[config.mk]
export PLATFORM = sky130hd
export DESIGN_NAME = tvf_top
export DESIGN_NICKNAME = d
export VERILOG_FILES = /design/src/rtl/tvf_pkg.sv /design/src/rtl/tvf_regfile.sv /design/src/rtl/tvf_event_sel.sv /design/src/rtl/tvf_startstop.sv /design/src/rtl/tvf_top.sv
export SDC_FILE = /design/constraint.sdc
export NUM_CORES = 1
export LEC_CHECK = 0
export ABC_AREA = 1
export BUFFER_PORTS_ARGS = -buffer_cell sky130_fd_sc_hd__buf_2
export CAP_MARGIN = 30
export CORE_MARGIN = 8
export CORE_UTILIZATION = 35
export DETAILED_ROUTE_END_ITERATION = 12
export GPL_ROUTABILITY_DRIVEN = 0
export SLEW_MARGIN = 20
export SYNTH_ARGS = -nofsm -noshare
export SYNTH_HDL_FRONTEND = slang
export SYNTH_SLANG_ARGS = --single-unit
export TNS_END_PERCENT = 10
[constraint.sdc]
create_clock -name clk -period 2.2 [get_ports clk]
set_input_delay 0.22 -clock clk [delete_from_list [all_inputs] [get_ports clk]]
set_output_delay 0.22 -clock clk [all_outputs]
set_load 0.01 [all_outputs]
[src/rtl/tvf_pkg.sv]
package tvf_pkg;
    localparam int REG_W = 32;
    localparam int SEL_W = 5;
    localparam logic [REG_W-1:0] WR_MASK = 32'h007F_0E9F;

    typedef enum logic [1:0] {
        PF_AND  = 2'b00,
        PF_OR   = 2'b01,
        PF_ANDN = 2'b10,
        PF_XOR  = 2'b11
    } pair_fn_e;

    typedef enum logic {
        SS_STOPPED = 1'b0,
        SS_STARTED = 1'b1
    } ss_state_e;

    typedef struct packed {
        logic [2:0]       excl_ns;
        logic [3:0]       excl_s;
        logic             force_serr;
        logic             force_rst;
        logic             pair_mode;
        logic [SEL_W-1:0] sel;
    } ctl_fields_t;
endpackage

[src/rtl/tvf_regfile.sv]
module tvf_regfile
    import tvf_pkg::*;
(
    input  logic             clk,
    input  logic             rst_n,
    input  logic             bus_req,
    input  logic             bus_we,
    input  logic [REG_W-1:0] bus_wdata,
    input  logic             acc_allow,
    input  logic             os_lock,
    input  logic             core_pwr_on,
    input  logic             ss_started,
    output logic             bus_resp_vld,
    output logic             bus_resp_err,
    output logic [REG_W-1:0] bus_rdata,
    output ctl_fields_t      ctl,
    output logic             ss_wr,
    output logic             ss_wval
);
    logic             acc_ok;
    logic             wr_ok;
    logic [REG_W-1:0] rd_word;
    logic             unused_wd;

    assign acc_ok    = acc_allow & ~os_lock & core_pwr_on;
    assign wr_ok     = bus_req & bus_we & acc_ok;
    assign ss_wr     = wr_ok;
    assign ss_wval   = bus_wdata[9];
    assign unused_wd = ^{bus_wdata[31:23], bus_wdata[15:12], bus_wdata[8], bus_wdata[6:5]};

    always_comb begin
        rd_word        = '0;
        rd_word[22:20] = ctl.excl_ns;
        rd_word[19:16] = ctl.excl_s;
        rd_word[11]    = ctl.force_serr;
        rd_word[10]    = ctl.force_rst;
        rd_word[9]     = ss_started;
        rd_word[7]     = ctl.pair_mode;
        rd_word[4:0]   = ctl.sel;
    end

    always_ff @(posedge clk or negedge rst_n) begin
        if (!rst_n) begin
            ctl <= '0;
        end else if (wr_ok) begin
            ctl.excl_ns    <= bus_wdata[22:20];
            ctl.excl_s     <= bus_wdata[19:16];
            ctl.force_serr <= bus_wdata[11];
            ctl.force_rst  <= bus_wdata[10];
            ctl.pair_mode  <= bus_wdata[7];
            ctl.sel        <= {bus_wdata[4] & ~bus_wdata[7], bus_wdata[3:0]};
        end
    end

    always_ff @(posedge clk or negedge rst_n) begin
        if (!rst_n) begin
            bus_resp_vld <= 1'b0;
            bus_resp_err <= 1'b0;
            bus_rdata    <= '0;
        end else begin
            bus_resp_vld <= bus_req;
            bus_resp_err <= bus_req & ~acc_ok;
            bus_rdata    <= (bus_req & ~bus_we & acc_ok) ? rd_word : '0;
        end
    end

    a_r3_refused_no_update: assert property (@(posedge clk) disable iff (!rst_n)
        (bus_req && !acc_ok) |=> $stable(ctl));
    a_r2_reserved_read_zero: assert property (@(posedge clk) disable iff (!rst_n)
        bus_resp_vld |-> ((bus_rdata & ~WR_MASK) == '0));
    a_r8_pair_bit4_clear: assert property (@(posedge clk) disable iff (!rst_n)
        ctl.pair_mode |-> !ctl.sel[4]);
endmodule

[src/rtl/tvf_event_sel.sv]
module tvf_event_sel
    import tvf_pkg::*;
#(
    parameter int NUM_RS = 32
) (
    input  logic             clk,
    input  logic             rst_n,
    input  logic [NUM_RS-1:0] rs_out,
    input  logic             pair_mode,
    input  logic [SEL_W-1:0] sel,
    input  logic [1:0]       pair_func,
    output logic             evt
);
    localparam int NPAIR = NUM_RS / 2;

    logic [NPAIR-1:0] pair_res;
    logic             single_res;
    logic             pair_pick;

    for (genvar p = 0; p < NPAIR; p++) begin : g_pair
        always_comb begin
            unique case (pair_fn_e'(pair_func))
                PF_AND:  pair_res[p] = rs_out[2*p] &  rs_out[2*p+1];
                PF_OR:   pair_res[p] = rs_out[2*p] |  rs_out[2*p+1];
                PF_ANDN: pair_res[p] = rs_out[2*p] & ~rs_out[2*p+1];
                PF_XOR:  pair_res[p] = rs_out[2*p] ^  rs_out[2*p+1];
                default: pair_res[p] = 1'b0;
            endcase
        end
    end

    always_comb begin
        single_res = (int'(sel) < NUM_RS) ? rs_out[sel] : 1'b0;
        pair_pick  = (int'(sel[3:0]) < NPAIR) ? pair_res[sel[3:0]] : 1'b0;
        evt        = pair_mode ? pair_pick : single_res;
    end

    a_r6_single_needs_source: assert property (@(posedge clk) disable iff (!rst_n)
        (!pair_mode && evt) |-> (rs_out != '0));
    a_r7_and_needs_two: assert property (@(posedge clk) disable iff (!rst_n)
        (pair_mode && pair_func == 2'b00 && evt) |-> ($countones(rs_out) >= 2));
endmodule

[src/rtl/tvf_startstop.sv]
module tvf_startstop
    import tvf_pkg::*;
#(
    parameter bit HAS_CMP = 1'b1
) (
    input  logic clk,
    input  logic rst_n,
    input  logic sw_wr,
    input  logic sw_val,
    input  logic start_pt,
    input  logic stop_pt,
    output logic started
);
    if (HAS_CMP) begin : g_fsm
        ss_state_e st_q, st_d;

        always_ff @(posedge clk or negedge rst_n) begin
            if (!rst_n) st_q <= SS_STOPPED;
            else        st_q <= st_d;
        end

        always_comb begin
            st_d = st_q;
            if (sw_wr) begin
                st_d = sw_val ? SS_STARTED : SS_STOPPED;
            end else begin
                unique case (st_q)
                    SS_STOPPED: if (start_pt && !stop_pt) st_d = SS_STARTED;
                    SS_STARTED: if (stop_pt)              st_d = SS_STOPPED;
                    default:    st_d = SS_STOPPED;
                endcase
            end
        end

        always_comb begin
            started = (st_q == SS_STARTED);
        end

        a_r9_stop_wins: assert property (@(posedge clk) disable iff (!rst_n)
            (!sw_wr && stop_pt) |=> !started);
        a_r9_start_hit: assert property (@(posedge clk) disable iff (!rst_n)
            (!sw_wr && start_pt && !stop_pt) |=> started);
        a_r9_seed_write: assert property (@(posedge clk) disable iff (!rst_n)
            sw_wr |=> (started == $past(sw_val)));
    end else begin : g_fixed
        logic unused_ss;
        assign unused_ss = ^{clk, rst_n, sw_wr, sw_val, start_pt, stop_pt};
        assign started   = 1'b1;
    end
endmodule

[src/rtl/tvf_top.sv]
module tvf_top
    import tvf_pkg::*;
#(
    parameter int NUM_RS  = 32,
    parameter bit HAS_CMP = 1'b1
) (
    input  logic              clk,
    input  logic              rst_n,
    input  logic              bus_req,
    input  logic              bus_we,
    input  logic [31:0]       bus_wdata,
    output logic              bus_resp_vld,
    output logic              bus_resp_err,
    output logic [31:0]       bus_rdata,
    input  logic              acc_allow,
    input  logic              os_lock,
    input  logic              core_pwr_on,
    input  logic [1:0]        cur_el,
    input  logic              cur_ns,
    input  logic [NUM_RS-1:0] rs_out,
    input  logic [1:0]        pair_func,
    input  logic              start_pt,
    input  logic              stop_pt,
    input  logic              pe_rst_evt,
    input  logic              serr_evt,
    output logic              trace_en,
    output logic              force_rst_trace,
    output logic              force_serr_trace
);
    ctl_fields_t ctl;
    logic        ss_started;
    logic        ss_wr;
    logic        ss_wval;
    logic        evt;
    logic        excluded;

    tvf_regfile u_regs (
        .clk          (clk),
        .rst_n        (rst_n),
        .bus_req      (bus_req),
        .bus_we       (bus_we),
        .bus_wdata    (bus_wdata),
        .acc_allow    (acc_allow),
        .os_lock      (os_lock),
        .core_pwr_on  (core_pwr_on),
        .ss_started   (ss_started),
        .bus_resp_vld (bus_resp_vld),
        .bus_resp_err (bus_resp_err),
        .bus_rdata    (bus_rdata),
        .ctl          (ctl),
        .ss_wr        (ss_wr),
        .ss_wval      (ss_wval)
    );

    tvf_startstop #(.HAS_CMP(HAS_CMP)) u_ss (
        .clk      (clk),
        .rst_n    (rst_n),
        .sw_wr    (ss_wr),
        .sw_val   (ss_wval),
        .start_pt (start_pt),
        .stop_pt  (stop_pt),
        .started  (ss_started)
    );

    tvf_event_sel #(.NUM_RS(NUM_RS)) u_evt (
        .clk       (clk),
        .rst_n     (rst_n),
        .rs_out    (rs_out),
        .pair_mode (ctl.pair_mode),
        .sel       (ctl.sel),
        .pair_func (pair_func),
        .evt       (evt)
    );

    always_comb begin
        if (cur_ns) begin
            unique case (cur_el)
                2'd0:    excluded = ctl.excl_ns[0];
                2'd1:    excluded = ctl.excl_ns[1];
                2'd2:    excluded = ctl.excl_ns[2];
                default: excluded = 1'b1;
            endcase
        end else begin
            excluded = ctl.excl_s[cur_el];
        end
        trace_en = ~excluded & evt & ss_started;
    end

    always_ff @(posedge clk or negedge rst_n) begin
        if (!rst_n) begin
            force_rst_trace  <= 1'b0;
            force_serr_trace <= 1'b0;
        end else begin
            force_rst_trace  <= pe_rst_evt & ctl.force_rst;
            force_serr_trace <= serr_evt & ctl.force_serr;
        end
    end

    a_r10_needs_started: assert property (@(posedge clk) disable iff (!rst_n)
        trace_en |-> ss_started);
    a_r5_ns_level3_blocked: assert property (@(posedge clk) disable iff (!rst_n)
        (cur_ns && cur_el == 2'd3) |-> !trace_en);
    a_r11_rst_cause: assert property (@(posedge clk) disable iff (!rst_n)
        force_rst_trace |-> $past(pe_rst_evt));
    a_r11_serr_cause: assert property (@(posedge clk) disable iff (!rst_n)
        force_serr_trace |-> $past(serr_evt));
endmodule

==> results of run 1 <==
-- stage by stage --
stage | utilization | cells | setup slack, ns | hold WS (ns) | power, W
floorplan | - | 431 | 0.695 | -0.0756 | 0.00135
global placement | 0.413 | 591 | 0.405 | 0.351 | 0.00153
detailed placement | 0.413 | 591 | 0.377 | 0.360 | 0.00155
CTS | 0.427 | 599 | 0.0496 | 0.0407 | 0.00212
global route | 0.428 | 599 | 0.0121 | 0.0591 | 0.00227
finish | 0.428 | 599 | 0.129 | 0.0138 | 0.00211
-- Yosys cell counts --
master / count
a21oi_1: 15
a21oi_2: 1
a32oi_1: 1
buf_12: 1
buf_2: 4
buf_4: 18
buf_6: 8
buf_8: 1
clkbuf_1: 2
conb_1: 1
dfrtp_1: 36
ha_1: 16
inv_1: 56
inv_4: 2
nand2_1: 101
nand2_8: 1
nand3_1: 59
nor2_1: 53
nor2_2: 2
nor2_4: 1
o211ai_1: 3
o21ai_0: 31
o21ai_1: 2
o31ai_1: 1
-- cell type report --
class                      instances  area, µm²  share of cell area
multi-input combinational        303       1470               0.441
tap                              102        128              0.0384
clock inverter                     2       35.0              0.0105
inverter                          58        223              0.0670
clock buffer                       6       72.6              0.0218
sequential                        36        901               0.271
timing repair buffer              92        500               0.151
-- registers in the layout, indices dropped and copies added (netlist names) --
register / count
u_regs.bus_rdata: 16
u_regs.ctl: 15
force_rst_trace: 1
force_serr_trace: 1
u_regs.bus_resp_err: 1
u_regs.bus_resp_vld: 1
u_ss.started: 1
-- routing by layer --
layer  up-vias  routed length [µm]  GRT usage
li1       1443                   -          -
met1      1237                3410      0.161
met2       110                3660      0.234
met3         9                 792     0.0536
met4         2                  77     0.0322
met5         -                  13          0
-- power by group --
part	switching, W	internal (W)	total (W)	leakage (nW)
Sequential	0.0000476	0.000739	0.000786	0.462
Combinational	0.000473	0.000283	0.000756	1.39
Clock	0.000233	0.000336	0.000569	0.0552
Total	0.000753	0.00136	0.00211	1.91
-- final timing paths --
kind	start	to	slack, ns	depth (start not counted)
worst min-delay path	rst_n	u_regs.bus_rdata[22]	0.01	1
min in group clk	bus_req	u_regs.bus_resp_vld	0.07	1
worst min register to register	u_regs.ctl[7]	force_serr_trace	0.46	2
worst max register to register	u_regs.ctl[2]	u_regs.ctl[2]	1.17	2
max in group asynchronous	rst_n	u_regs.ctl[3]	1.68	1
worst max-delay path	u_regs.ctl[0]	trace_en	0.13	9
-- timing repair --
action / 4_1_cts / 5_1_grt
setup buffers: 0 / 0
hold endpoints to repair: 0 / 0
setup endpoints to repair: 0 / 1
gates resized for setup: 0 / 3
-- cell families after synthesis --
family | Yosys count | synth area share
and+or+nand+nor | 217 | 0.325
buffers and inverters | 92 | 0.181
AOI/OAI and AO/OA | 54 | 0.102
DFF | 36 | 0.319
adders and majority gates | 16 | 0.0710
other | 1 | 0.00133
-- worst max-delay path, stage by stage (launching register included) --
cell and delay [ns]:
dfrtp_1 0.41, buf_4 0.21, o21ai_0 0.22, nand3_1 0.14, nand3_1 0.11, nand3_1 0.09
nand3_1 0.09, nand2_1 0.06, a21oi_2 0.09, buf_2 0.15
==> impl_results.md, run 1 <==
* Static leakage at between 1.5 and 2 nW
* Worst slew pin tran at a little under 0.8 ns
* Grt ovf at 0
* Slew headroom at 0.473
* PortBufs at between 80 and 90
* Initial antenna violation count at 1
* Final setup TNS at 0 ns
* Critical Path RT at 1.98 ns
* Initial DRC Count at 126
* Initial core utilization at 0.363
* Clk buf depth at 2
* Setup crit start kind: register
* Fill cell count at 840
* Dpl cell area at around 0.0032 mm²
* Clock tree sinks at 36
* Final setup fails at 0
* Post-DRT Antenna Nets at 0
* Yosys cell types at 24
* Die Width at between 100 and 150 µm
* Clock Skews at around 0.0035 ns
* CTS buffer count at 5
* Post-synthesis instance area at 0.00282 mm²
* Global-route usage over all layers at 0.139
* Most common cell after layout, fill and taps aside: nand2_1
* Vias in the first global route at ~2.8k
* First-pass GRT wire length at between 10000 and 15000 µm
* Die height at ~110 µm
* HP Class: input pin to asynchronous set/reset pin
* Max_cap viols at 0
* Clock root cell: clkbuf_8
* Ys Warns at 0
* Crit path time final at between 2 and 2.5 ns
* Worst Path Arrival at roughly 1.9 ns
* Number of remaining DRC errors at 0
* IO Pins at around 120
* Most frequent cells in the layout: nand2_1, buf_2, nand3_1, inv_1, nor2_1
* Crit share post-route at 0.941
* Share of layout cells above drive strength 1 at 0.215
* Top cell type by total area after synthesis: dfrtp_1
* Status: finished clean
* Ranking of synthesized cells by area: dfrtp_1, nand2_1, nand3_1
* Power Density at around 630 mW/mm²
* Fin nets at between 500 and 600
* Worst-Skew Late Latency at 0.28 ns
* Wirelength per Cell at ~13 µm
* Row count at 32
* #FFs+latches synth at 36
* Synthesized area per cell at roughly 6.8 µm²
* Fin. max-slew vios at 0
* Crit path max fanout at 18
* Drt first pass iters at 4
* Core Region at just under 0.008 mm²
* Dpl hpwl at 5990 µm
* Gate Count Post-Synth at approximately 420
* RSZ-0062 raised after global routing: no
* Die area at between 0.01 and 0.015 mm²
* Peak Freq at just under 500 MHz
* CP endpoint kind: output port
* Crit Path Class: register to output port
* Post-synth top area share at 0.319
* CTS H-Tree Depth at 2
* Diode count at 0
* Vias/cell at 4.68
* Fin area at between 0.003 and 0.004 mm²
* Final Hold Viols at 0
* Total wire length at ~8000 µm
* Area Overhead vs Synth at 17.9%
* VDD IR-drop max at 0.527 mV
* Largest net degree at the start of global routing at 37
* CTS tree: built
* CTS clk-pin slew, worst paths at around 0.070 ns
* Cts hold-fix bufs at 0
* Vias at between 2k and 3k
* Seq/Total Area, Yosys at 0.319
Power figures use the tool's default switching activity.
==> run 2, diff against run 1 <==
--- a/config.mk
+++ b/config.mk
@@ -8,6 +8,7 @@
 export ABC_AREA = 1
 export BUFFER_PORTS_ARGS = -buffer_cell sky130_fd_sc_hd__buf_2
 export CAP_MARGIN = 30
+export CORE_ASPECT_RATIO = 2
 export CORE_MARGIN = 8
 export CORE_UTILIZATION = 35
 export DETAILED_ROUTE_END_ITERATION = 12
==> run 2 against run 1 <==
Worst setup slack improved by 0.014 ns; fmax rose by 0.67%; hold slack improved by 0.0069 ns; combinational power barely moved; cell area rose by 1.2%; sequential power rose by 0.6%; non-clock buffer count rose by 1; die area rose by 1.6%; critical path type unchanged; largest power group unchanged.
==> impl_results.md, run 2 (synthesis results as in run 1) <==
* Post-CTS Setup Bufs at 0
* CP cell instances: buf_4 -> o21ai_0 -> nand3_1 -> nand3_1 -> nand3_1 -> nand3_1 -> nand2_1 -> a21oi_2 -> buf_2
* Diode count at 0
* Slew headroom at 0.476
* Worst Setup EP: trace_en
* HP Class: input pin to asynchronous set/reset pin
* Cts hold-fix bufs at 0
* CTS buffer count at 5
* Max_cap viols at 0
* Top flop regs: u_regs.bus_rdata (16), u_regs.ctl (15)
* Clock tree sinks at 36
* Worst-Skew Late Latency at around 0.28 ns
* Final setup TNS at 0 ns
* Initial core utilization at 0.358
* PortBufs at 84
* Reg power frac at 0.349
* Static leakage at about 1.9 nW
* Total power at about 0.0023 W
* Most common cell after layout, fill and taps aside: nand2_1
* RSZ-0062 raised after global routing: no
* Peak Freq at between 400 and 500 MHz
* Final setup fails at 0
* Fin. max-slew vios at 0
* Clock Skews at between 0.005 and 0.006 ns
* IO Pins at 117
* Die Width at ~80 µm
* FF-to-FF setup slack at approximately 1.2 ns
* Non-Filler Instances at ~590
* Drt first pass iters at 4
* Die height at between 100 and 150 µm
* Critical path depth in cells at 9
* Area Overhead vs Synth at 19.3%
* Sw frac at 0.349
* Fin worst setup slack at roughly 0.14 ns
* Number of remaining DRC errors at 0
* Worst slew pin tran at 0.787 ns
* Clock root cell: clkbuf_16
* Switch Pwr at approximately 0.0008 W
* Vias in the first global route at 2906
* Die area at about 0.011 mm²
* Peak per-stage delay on the critical path at around 0.40 ns
* Core Region at a little under 0.008 mm²
* Pre-CTS setup slack at about 0.40 ns
* Max reg flops at 16
* Crit Path Class: register to output port
* Critical Path RT at approximately 2.0 ns
* Fill cell count at 867
* Largest net degree at the start of global routing at 37
* Placed insts at around 590
* Status: finished clean
* First-pass GRT wire length at ~13000 µm
* R2R cell count at 2
* Crit path buf inv count at 2
* Grt ovf at 0
* CTS clk-pin slew, worst paths at ~0.06 ns
* Crit path time final at about 2.1 ns
* Vias at 2843
* Most frequent cells in the layout: nand2_1, buf_2, nand3_1, inv_1, nor2_1
* Fin nets at roughly 590
* Wirelength per Cell at 14.0 µm
* Reg with most FFs: u_regs.bus_rdata
* CP top delay family: compound AO/OA/AOI/OAI gates
* Vias/cell at 4.79
* Crit share post-route at 0.935
* Power Density at 674 mW/mm²
* CTS tree: built
* Global-route usage over all layers at 0.148
* Combinational share of power at 0.334
* Int Power at about 0.0015 W
* Post-DRT Antenna Nets at 0
* Post-Route Utilization at 0.427
* Most used cell, CP: nand3_1
* VDD IR-drop max at between 0.6 and 0.7 mV
* Row count at 46
* Dpl hpwl at 6690 µm
* Clk buf depth at 2
* Setup crit start: u_regs.ctl[0]
* Initial antenna violation count at 0
* Crit path max-delay cell type: dfrtp_1
* R2R Path End: u_regs.ctl[2]
* Total wire length at roughly 8300 µm
* CP endpoint kind: output port
* CTS H-Tree Depth at 2
* Clock power frac at 0.317
* Share of layout cells above drive strength 1 at 0.219
* Setup crit start kind: register
* Crit path max fanout at 11
* Final Hold Viols at 0
* Worst Path Arrival at ~1.8 ns
* Initial DRC Count at around 110
* FF-to-FF Start: u_regs.ctl[2]
[run 2: cell types whose count changed in the layout (fill, tap and decap cells not counted), moves of 2 or more]
cell	previous run	this run
buf_4	6	8
clkinvlp_4	0	2
clkbuf_8	5	1
clkbuf_16	0	5
[run 2: area by class of cell]
| class | instances | area (µm²) | share of cell area |
|---|---|---|---|
| Multi-Input combinational cell | 303 | 1470 | 0.436 |
| Sequential cell | 36 | 901 | 0.268 |
| Timing Repair Buffer | 93 | 500 | 0.149 |
| Inverter | 58 | 223 | 0.0662 |
| Clock buffer | 6 | 139 | 0.0413 |
| Tap cell | 96 | 120 | 0.0357 |
| Clock inverter | 2 | 15.0 | 0.00446 |
[run 2: routing by layer]
metal | global-route usage | routed length, µm
met5 | 0 | 0
met1 | 0.130 | 2790
met3 | 0.0416 | 572
met2 | 0.285 | 4730
met4 | 0.0787 | 255
[run 2: power by group through the flow]
stage / Sequential (W) / Clock [W] / Combinational, W
after detailed placement: 0.000802 / 0 / 0.000749
after global placement: 0.000798 / 0 / 0.000738
after CTS: 0.000791 / 0.000744 / 0.000752
after floorplan: 0.000790 / 0 / 0.000559
after global routing: 0.000799 / 0.000777 / 0.000862
final: 0.000791 / 0.000720 / 0.000756
[run 2: what timing repair did]
item / in CTS / in global routing
endpoints found under the hold margin: 0 / 0
resized for setup: 0 / 4
setup endpoints to repair: 0 / 1
[run 2: how the worst min path moves through the flow]
stage	start	depth (start not counted)	end
after floorplan	rst_n	0	force_rst_trace
after global placement	rst_n	1	u_ss.started
after detailed placement	rst_n	1	u_ss.started
after CTS	rst_n	1	u_regs.bus_rdata[9]
after global routing	bus_req	1	u_regs.bus_resp_vld
final	rst_n	1	u_regs.bus_rdata[9]
[run 2: worst register-to-register path: cells and delay by family (launching register included)]
kind | cells | cell delay [ns]
flip-flops | 1 | 0.50
buffers and inverters | 1 | 0.21
AO/OA/AOI/OAI | 1 | 0.20
[run 2: stage by stage]
stage | instance area, µm² | hold WS (ns)
floorplan | 2880 | -0.0756
global placement | 3200 | 0.353
detailed placement | 3200 | 0.358
CTS | 3350 | 0.0506
global route | 3360 | 0.0579
finish | 3360 | 0.0207
==> run 3, diff against run 2 <==
--- a/config.mk
+++ b/config.mk
@@ -16,5 +16,6 @@
 export SLEW_MARGIN = 20
 export SYNTH_ARGS = -nofsm -noshare
 export SYNTH_HDL_FRONTEND = slang
+export SYNTH_HIERARCHICAL = 1
 export SYNTH_SLANG_ARGS = --single-unit
 export TNS_END_PERCENT = 10
==> run 3 against run 2 <==
The run now ends with negative setup slack left; die area rose by 4.4%; highest routed layer is now met5; fmax fell by 7.8%; sequential share of layout area fell by 1.5 points; cell count rose by 6.9%; register-to-register slack improved by 0.13 ns; clock skew fell by 0.0028 ns; power fell by 1.9%; hold slack barely moved; largest cell class unchanged; via count rose by 7.9%; clock power fell by 8.5%; non-clock buffer count rose by 6; synthesized cell count rose by 8.2%.
==> impl_results.md, run 3 <==
* Peak Freq at 448 MHz
* Synthesized area per cell at 6.59 µm²
* Static leakage at roughly 2.2 nW
* Post-Route Utilization at 0.434
* Dpl cell area at 0.00340 mm²
* Storage cell area at around 900 µm²
* Clk buf depth at 2
* CP top delay family: simple AND/OR/NAND/NOR gates
* Yosys cell types at 20
* First-pass GRT wire length at 14600 µm
* Number of remaining DRC errors at 0
* Fin area at between 0.003 and 0.004 mm²
* Crit path max fanout at 5
* Crit share post-route at 1.01
* Vias in the first global route at 3222
* Initial antenna violation count at 2
* IO Pins at 117
* Seq/Total Area, Yosys at 0.304
* Status: complete, but fails checks
* CTS H-Tree Depth at 2
* Setup crit start kind: register
* CP cell instances: clkinvlp_4 -> a21oi_2 -> o21ai_1 -> nand3_1 -> nand2_1 -> a21oi_1 -> nand2_1 -> nand3b_1 -> nand2_1 -> nand2_1 -> inv_1 -> nand2_1 -> nor2_1 -> buf_2
* HP Class: input pin to asynchronous set/reset pin
* Clock tree sinks at 36
* Slew headroom at 0.478
* Post-synthesis adder-cell area fraction at 0.0675
* Share of layout cells above drive strength 1 at 0.242
* Die height at 146 µm
* VDD IR-drop max at about 0.53 mV
* CP endpoint kind: output port
* Area Overhead vs Synth at 20.5%
* Gate Count Post-Synth at between 400 and 500
* Most numerous cell in the Yosys netlist: nand2_1
* Clock Skews at between 0.002 and 0.003 ns
* Synth Area in Simple Gates at 0.377
* Ranking of synthesized cells by area: dfrtp_1, nand2_1, nand3_1
* Cts hold-fix bufs at 0
* Max_cap viols at 0
* Most frequent cells after synthesis: nand2_1, inv_1, nand3_1
* Final setup TNS at -0.0301 ns
* Failing checks: negative setup slack
* RSZ-0062 raised after global routing: yes
* Fin. max-slew vios at 0
* Diode count at 0
* Fin nets at between 600 and 700
* Wirelength per Cell at around 14 µm
* Post-DRT Antenna Nets at 0
* FF-to-FF Start: u_regs/ctl[1]
* Vias/cell at just under 5
* Final Hold Viols at 0
* Final setup fails at 1
* PortBufs at 84
* Crit Path Class: register to output port
* Critical Path RT at between 1.5 and 2 ns
* Initial core utilization at 0.360
* Fill cell count at between 900 and 1k
* Post-synthesis instance area at just under 0.003 mm²
* CTS buffer count at 5
* Worst slew pin tran at between 0.7 and 0.8 ns
* Die area at roughly 0.012 mm²
* Synth Area in Compound Gates at 0.0641
* FF-to-FF setup slack at 1.34 ns
* Ys Warns at 6
* Most common cell after layout, fill and taps aside: nand2_1
* Vias at 3068
* R2R Path End: u_regs/ctl[1]
* Crit path time final at 2.23 ns
* Total wire length at about 9000 µm
* Top flop regs: u_regs/bus_rdata (16), u_regs/ctl (15)
* Initial DRC Count at roughly 150
* Number of flops mapped to enable cells by yosys at 0
* Worst-Skew Late Latency at approximately 0.28 ns
* Crit path max-delay cell type: dfrtp_2
* Die Width at approximately 81 µm
* Grt ovf at 0
* CTS tree: built
* Most used cell, CP: nand2_1
* Clock root cell: clkbuf_16
* CTS clk-pin slew, worst paths at 0.05 ns
* Most frequent cells in the layout: nand2_1, buf_2, inv_1, nand3_1, nor2_1
* #FFs+latches synth at 36
* Largest net degree at the start of global routing at 37
* Peak per-stage delay on the critical path at 0.44 ns
* Main combinational cell family by area after synthesis: simple AND/OR/NAND/NOR gates
* Row count at 47
* Xor and xnor area share after synthesis at 0
* Post-synth top area share at 0.304
* Worst Path Arrival at roughly 2 ns
* Dpl hpwl at a little over 7000 µm
* Fin worst setup slack at -0.0301 ns
* Synth Flop Type: dfrtp_1
* Core Region at 0.00823 mm²
* Multi-input gate area at between 0.0015 and 0.002 mm²
* Reg with most FFs: u_regs/bus_rdata
* Global-route usage over all layers at 0.154
* Multiplexer share of the synthesized area at 0
* Top cell type by total area after synthesis: dfrtp_1
* R2R cell count at 3
* Max reg flops at 16
* Power Density at approximately 620 mW/mm²
* Drt first pass iters at 4
* Crit path buf inv count at 3
* Async set or reset register ratio after synthesis at 1.00
run 3: cell types whose count changed in the layout (fill, tap and decap cells not counted), moves of 8 or more:
cell	change
o21ai_0	-22
inv_1	+16
nand2_1	+16
nand4_1	+15
nor2_1	-12
nor2_2	+8
o21ai_1	+8
run 3: worst max-delay path by stage:
stage	start	end	slack, ns	depth (start not counted)
global placement	u_regs/ctl[0]	trace_en	0.19	14
CTS	u_regs/ctl[1]	trace_en	0.003	13
floorplan	u_regs/ctl[1]	trace_en	0.56	14
finish	u_regs/ctl[1]	trace_en	-0.03	14
detailed placement	u_regs/ctl[0]	trace_en	0.21	14
global route	u_regs/ctl[1]	trace_en	-0.14	14
run 3: cell type report:
type	instances	area share
clock buffer	6	0.0361
clock inverter	1	0.00140
inverter	76	0.0816
multi-input combinational	318	0.441
sequential	36	0.253
tap	98	0.0343
timing repair buffer	99	0.151
timing repair inverter	1	0.00210
run 3: cell families after synthesis:
family	after synthesis
AO/OA/AOI/OAI	38
adder cells (fa/ha/maj)	16
AND/OR/NAND/NOR	248
buffers and inverters	111
other	1
flip-flops	36
run 3: power breakdown:
group          internal [W]  leakage, nW  switching [W]  total (W)
Clock              0.000411       0.0667       0.000249   0.000659
Combinational      0.000291         1.61       0.000469   0.000760
Sequential         0.000731        0.475      0.0000737   0.000804
run 3: worst reg2reg max path, cell delays in order, from the launching register on:
cell,delay [ns]
dfrtp_2,0.46
buf_6,0.18
nand2_1,0.07
nand2_1,0.05
run 3: what timing repair did:
action | in CTS | in global routing
pin swaps | 1 | 0
cloned | 1 | 0
setup endpoints to repair | 1 | 1
setup buffers | 1 | 0
resized for setup | 8 | 6
run 3: layer usage:
| metal | track usage | routed length (µm) | vias up |
|---|---|---|---|
| li1 | - | - | 1543 |
| met5 | 0 | 16 | - |
| met3 | 0.0387 | 576 | 25 |
| met4 | 0.0748 | 276 | 4 |
| met1 | 0.143 | 3140 | 1395 |
| met2 | 0.290 | 5030 | 101 |
run 3: metrics by stage:
step | hold WS [ns] | power, W | cells | worst slack, ns
after CTS | 0.0627 | 0.00223 | 635 | 0.00313
after global placement | 0.351 | 0.00152 | 626 | 0.193
after floorplan | -0.0756 | 0.00132 | 465 | 0.558
after global routing | 0.0686 | 0.00237 | 635 | -0.139
after detailed placement | 0.356 | 0.00154 | 626 | 0.211
final | 0.0205 | 0.00222 | 635 | -0.0301
